File: src/rtl/pm_seq.sv
module pm_seq (
  input  logic       clk,
  input  logic       rst,
  input  logic       sleep_cmd,
  input  logic       idle_en,
  input  logic [1:0] clk_sel,
  input  logic       wdt_timeout,
  input  logic       wake_evt,
  input  logic       pri_ready,
  output logic       cpu_clk_en,
  output logic       per_clk_en,
  output logic [1:0] src_req,
  output logic       switch_pulse,
  output logic       wdt_rst_req,
  output logic       pri_status
);

  localparam logic [1:0] SRC_PRI = 2'b00;
  localparam logic [1:0] SRC_RC  = 2'b10;

  typedef enum logic [1:0] {ST_RUN, ST_IDLE, ST_SLEEP, ST_WAKE} st_t;

  st_t        st, st_n;
  logic [1:0] src, src_n;

  wire        running = (st == ST_RUN) || (st == ST_WAKE);
  wire [1:0]  sel_src = clk_sel[1] ? SRC_RC : clk_sel;

  always_comb begin
    st_n  = st;
    src_n = src;
    case (st)
      ST_RUN, ST_WAKE: begin
        if (wdt_timeout) begin
          st_n = st;
        end else if (sleep_cmd) begin
          src_n = sel_src;
          if (idle_en)                 st_n = ST_IDLE;
          else if (sel_src == SRC_PRI) st_n = ST_SLEEP;
          else                         st_n = ST_RUN;
        end else if (st == ST_WAKE && pri_ready) begin
          st_n  = ST_RUN;
          src_n = SRC_PRI;
        end
      end
      ST_IDLE:
        if (wake_evt || wdt_timeout)
          st_n = (src == SRC_PRI) ? ST_RUN : ST_WAKE;
      ST_SLEEP:
        if (wake_evt || wdt_timeout) begin
          st_n  = ST_RUN;
          src_n = SRC_PRI;
        end
      default: begin
        st_n  = ST_RUN;
        src_n = SRC_PRI;
      end
    endcase
  end

  always_ff @(posedge clk) begin
    if (rst) begin
      st           <= ST_RUN;
      src          <= SRC_PRI;
      switch_pulse <= 1'b0;
      wdt_rst_req  <= 1'b0;
      pri_status   <= 1'b1;
    end else begin
      st           <= st_n;
      src          <= src_n;
      switch_pulse <= (src_n != src);
      wdt_rst_req  <= running && wdt_timeout;
      pri_status   <= (src_n == SRC_PRI) && (st_n != ST_SLEEP);
    end
  end

  assign cpu_clk_en = running;
  assign per_clk_en = (st != ST_SLEEP);
  assign src_req    = src;

  AST_SLEEP_GATES: assert property (@(posedge clk) disable iff (rst)
    (cpu_clk_en && sleep_cmd && !wdt_timeout && !idle_en && clk_sel == 2'b00)
      |=> (!cpu_clk_en && !per_clk_en));

  AST_IDLE_GATES: assert property (@(posedge clk) disable iff (rst)
    (cpu_clk_en && sleep_cmd && !wdt_timeout && idle_en)
      |=> (!cpu_clk_en && per_clk_en));

  AST_RUN_KEEPS_CPU: assert property (@(posedge clk) disable iff (rst)
    (cpu_clk_en && sleep_cmd && !wdt_timeout && !idle_en && clk_sel != 2'b00)
      |=> cpu_clk_en);

  AST_WDT_RESET: assert property (@(posedge clk) disable iff (rst)
    (cpu_clk_en && wdt_timeout) |=> (wdt_rst_req && cpu_clk_en && $stable(src_req)));

  AST_WDT_WAKES: assert property (@(posedge clk) disable iff (rst)
    (!cpu_clk_en && per_clk_en && wdt_timeout) |=> (cpu_clk_en && !wdt_rst_req));

  AST_HOLD_ALT: assert property (@(posedge clk) disable iff (rst)
    (cpu_clk_en && src_req != 2'b00 && !pri_ready && !sleep_cmd) |=> $stable(src_req));

  AST_SLEEP_EXIT: assert property (@(posedge clk) disable iff (rst)
    (!per_clk_en && (wake_evt || wdt_timeout))
      |=> (cpu_clk_en && src_req == 2'b00 && !wdt_rst_req));

  AST_PULSE_ON_CHANGE: assert property (@(posedge clk) disable iff (rst)
    !$stable(src_req) |-> switch_pulse);

  AST_PULSE_ONLY_CHANGE: assert property (@(posedge clk) disable iff (rst)
    switch_pulse |-> !$stable(src_req));

  AST_HALTED_IGNORES_SLEEP: assert property (@(posedge clk) disable iff (rst)
    (!cpu_clk_en && sleep_cmd && !wake_evt && !wdt_timeout)
      |=> (!cpu_clk_en && $stable(src_req)));

  AST_PRI_STATUS: assert property (@(posedge clk) disable iff (rst)
    pri_status |-> (src_req == 2'b00 && per_clk_en));

endmodule

File: config.mk
export PLATFORM = sky130hd
export DESIGN_NAME = pm_seq
export DESIGN_NICKNAME = d
export VERILOG_FILES = /design/src/rtl/pm_seq.sv
export SDC_FILE = /design/constraint.sdc
export NUM_CORES = 1
export LEC_CHECK = 0
export BUFFER_PORTS_ARGS = -buffer_cell sky130_fd_sc_hd__buf_2
export CORE_AREA = 2 2 39 41
export CTS_BUF_LIST = sky130_fd_sc_hd__clkbuf_8
export CTS_CLUSTER_DIAMETER = 100
export DETAILED_ROUTE_END_ITERATION = 8
export DIE_AREA = 0 0 41 43
export PLACE_DENSITY = 0.68
export SYNTH_ARGS = -nofsm -noshare
export SYNTH_HDL_FRONTEND = slang
export SYNTH_SLANG_ARGS = --single-unit
File: constraint.sdc
create_clock -name clk -period 2.2 [get_ports clk]
set_input_delay 0.22 -clock clk [delete_from_list [all_inputs] [get_ports clk]]
set_output_delay 0.22 -clock clk [all_outputs]
set_load 0.02 [all_outputs]
After elaboration in Yosys (flattened, before gate mapping)
Index checks and enable logic that the tools add are counted.
- register bits: 7
- input bits: 9
- output and inout bits: 7
- word-level logic and storage cells: 36
- equal/unequal tests: 6
- muxes and demuxes: 15
- reductions and logical operators: 10
- operators with widths (operator ; count):
    2-bit 2-to-1 mux ; 13
    2-bit zero test ; 4
    2-bit case mux with 3 select lines ; 1
    2-bit equality test (second input constant) ; 2
    2-bit != test (second input constant) ; 2
    2-bit case mux with 2 select lines ; 1
    1-bit logical AND ; 3
    2-bit by 1-bit equality test with 1-bit output (second input constant) ; 1
    1-bit logical OR ; 2
    2-bit != test ; 1
    2-bit OR reduction ; 1

Depth between registers and ports, before layout
- depth in word-level cells: 9
- mapped depth: 7
- gate-level depth less buffers: 6

Least setup slack after synthesis
OpenSTA, ideal clock, no wires.
- kind: register -> register
- start point: register st[0]
- end point: register pri_status
- library setup time: 122 ps
- data arrival time: 1626 ps
- data required time: 2078 ps
- setup slack: 452 ps
- cell stages (with the launch flop): 8
- buffers on the path: 1
- period minus slack after synthesis: 1748 ps
- path through: dfxtp_1 inv_1 ha_1 buf_6 nor4b_1 o221ai_1 and3_1 a2bb2oi_1
- word-level cells in the longest chain between the ends: 8
- elaborated cells between the ends (all ways): 19
- those cells by class: eq/ne: 4; mux: 10; reduce/logical: 5
- ends and longest elaborated chain (what ; RTL line ; text):
    start, declared ; 23 ; st_t st, st_n;
    start signal, assigned ; 69 ; st <= st_n;
    2-bit equality test ; 32, 41 ;
    1-bit logical AND ; 41 ; end else if (st == ST_WAKE && pri_ready) begin
    2-bit 2-to-1 mux ; 41 ;
    2-bit 2-to-1 mux ; 36 ; end else if (sleep_cmd) begin
    2-bit 2-to-1 mux ; 34 ; if (wdt_timeout) begin
    2-bit case mux with 3 select lines / 2-bit case mux with 2 select lines (equally long branches) ; 32 ; case (st)
    2-bit != test / 2-bit zero test (equally long branches) ; 73 ; pri_status <= (src_n == SRC_PRI) && (st_n != ST_SLEEP);
    1-bit logical AND * ; 73 ;
    end signal, assigned ; 73 ;
    end, declared ; 15 ; output logic pri_status
Every way passes the cells marked *; elsewhere a longest branch is shown, timed or not.
A chain may end at the register's enable or synchronous reset.

Final worst setup path
Ends and elaborated chain as after synthesis.

==> flow_summary_export.csv <==
group,metric,value,unit
run_status,outcome,"finished, final reports clean",
sta,drv_slew,0,
power_and_ir_drop,intPower,280,µW
clock_network,clk_path_buf_depth,2,
logic_synthesis,ys_ff_latch,7,
logic_synthesis,syn_inst,54,
critical_path,worstSetupPathType,"flop to flop",
clock_network,postCtsSetupBuffers,0,
cells_and_area,drive_above_1_share,0.268,
detailed_routing,drtAntennaViolNets,0,
floorplan,die_w,41,µm
logic_synthesis,ys_types,28,
grt,grt_pass1_wl,1.59,mm
cells_and_area,nets,84,
grt,overflow,0,
sta,setup_viol,0,
power_and_ir_drop,p_leak,0.000261,µW
detailed_routing,drtIter0Drc,10,
detailed_routing,first_pass_iters,4,
sta,period_needed,1730,ps
critical_path,path_max_fanout,10,
logic_synthesis,syn_area,472,µm²
sta,tns,0,ps
power_and_ir_drop,pwr-share-comb,0.160,
clock_network,cts_tree,"built",
power_and_ir_drop,cellPowerDensity,639,nW/µm²
sta,fmax,578,MHz
clock_network,htree_levels,1,
hold_path,hold_class,"input port to flop",
floorplan,rows,14,
critical_path,worstPathRequired,2310,ps
grt,grt_max_degree,11,
clock_network,cts-root-buf,"clkbuf_8",
power_and_ir_drop,vdd_drop_max,205,µV
detailed_routing,drt-total-wl,1.01,mm
sta,finalHoldViolations,0,
flow_run,maxCapViolCount,0,
detailed_routing,via_per_inst,5.32,
floorplan,fp.dieArea,1760,µm²
cells_and_area,stdcell_area,589,µm²
grt,first_global_vias,391,
cells_and_area,final_cell_mix,"15 x buf_2, 7 x inv_1, 7 x dfxtp_1",
critical_path,endpoint_kind,"flop",
critical_path,r2r_slack,470,ps
power_and_ir_drop,clkPwrFrac,0.473,
floorplan,initial_utilization,0.341,
cells_and_area,diodes,0,
placed_design,place_congestion,0.862,
cells_and_area,synthToLayoutAreaGrowth,24.9,%
clock_network,path_clk_slew,40,ps
grt,grtUsageTotal,0.134,
sta,rsz0062_at_grt,"no",
clock_network,ctsResizeCount,0,
critical_path,crit_arrival,1840,ps
grt,antenna_found_initial,0,
sta,tightestPinTransition,462,ps
logic_synthesis,synth_fp_nets,66,
floorplan,ioPinCount,16,
clock_network,cts_hold_buf,0,
detailed_routing,dr_total_vias,463,
clock_network,clock_sinks,7,
sta,fin_skew,2.02,ps
placed_design,io_buffers,15,
logic_synthesis,yosysSeqAreaShare,0.297,
placed_design,place_area,544,µm²
floorplan,coreArea,1380,µm²
logic_synthesis,postSynthAreaPerCell,8.74,µm²
power_and_ir_drop,switchingPower,96.2,µW
power_and_ir_drop,seqPwrFrac,0.367,
placed_design,dpl.hpwl,806,µm
sta,maxSlewHeadroom,0.690,
detailed_routing,post_drt_wl_per_cell,11.7,µm
critical_path,startpoint_type,"flop",
logic_synthesis,yosysWarnings,0,
clock_network,clk-insertion-delay-late,230,ps
power_and_ir_drop,swShare,0.256,
clock_network,numCtsBuffers,3,
detailed_routing,drc,0,
sta,min_period_over_period,0.787,
floorplan,die_height,43,µm
cells_and_area,final_common_cell,"buf_2",
[per-stage QoR]
step	hold WS [ps]	std cells	worst slack [ps]	util	total power, µW
after floorplan	289	54	452	-	182
after global placement	471	83	505	0.393	200
after detailed placement	471	83	462	0.393	201
after CTS	238	87	466	0.426	380
after global routing	247	87	332	0.426	396
final	238	87	469	0.426	376
[cells in the mapped netlist]
cell type / instances / area (µm²)
a311oi_1: 1 / 8.76
or4_1: 1 / 7.51
nand4b_1: 1 / 8.76
a31oi_1: 1 / 6.26
nor2b_1: 1 / 6.26
nand3b_1: 2 / 15.0
nor4b_1: 1 / 8.76
o22a_1: 2 / 17.5
dfxtp_1: 7 / 140
inv_1: 6 / 22.5
a22oi_1: 1 / 7.51
a21oi_1: 2 / 10.0
o221ai_1: 2 / 17.5
ha_1: 3 / 37.5
buf_6: 2 / 22.5
nor3b_1: 3 / 22.5
nor2_1: 1 / 3.75
a2bb2oi_1: 1 / 8.76
o22ai_1: 1 / 6.26
nand2_1: 2 / 7.51
nand3_1: 1 / 5.00
o21ai_0: 2 / 10.0
nand4_1: 2 / 12.5
nand2b_1: 3 / 18.8
and4bb_1: 1 / 12.5
and3_1: 2 / 12.5
or3_1: 1 / 6.26
and2b_2: 1 / 8.76
[worst paths after layout]
path / cells after the start / from / end
setup / recovery: 6 / st[0]$_SDFF_PP0_ / pri_status$_SDFF_PP1_
hold / removal: 2 / rst / src_req[0]$_SDFF_PP0_
setup reg to reg: 6 / st[0]$_SDFF_PP0_ / pri_status$_SDFF_PP1_
hold reg to reg: 2 / src_req[1]$_SDFF_PP0_ / src_req[1]$_SDFF_PP0_
[per-layer routing]
metal,global-route usage,part of all wire,vias up
met5,0,0,-
met4,0.100,0.015,0
met3,0.0157,0.042,2
met2,0.197,0.50,12
met1,0.169,0.44,213
li1,-,-,236
[cells by family (layout without fill, tap and decap cells)]
kind of cell,count (synthesis),count (layout),synth area share
AND/OR/NAND/NOR,23,23,0.332
AO/OA/AOI/OAI,13,13,0.196
adder cells (fa/ha/maj),3,3,0.0796
buffers and inverters,8,25,0.0955
flip-flops,7,7,0.297
[critical path: stages (launching register included)]
cell and delay [ps]:
dfxtp_1 380, inv_1 60, ha_1 430, inv_1 90, or3_1 360, and3_1 160
a2bb2oi_1 130
[area by class of cell]
cell class | instances | area (µm²)
Fill cell | 146 | 795
Multi-Input combinational cell | 39 | 287
Sequential cell | 7 | 140
Timing Repair Buffer | 15 | 75.1
Clock buffer | 3 | 41.3
Inverter | 6 | 22.5
Tap cell | 16 | 20.0
Clock inverter | 1 | 3.75
[sequential cells by signal, indices dropped and copies added (netlist names)]
register      cells
st                2
pri_status        1
wdt_rst_req       1
switch_pulse      1
src_req           2
[power groups by stage]
stage	logic, µW	clock network [µW]	registers [µW]
floorplan	35.3	0	146
global placement	59.9	0	140
finish	60.2	178	138
CTS	60.6	181	138
global route	65.9	191	139
detailed placement	60.2	0	140
(Power assumes the default switching activity.)
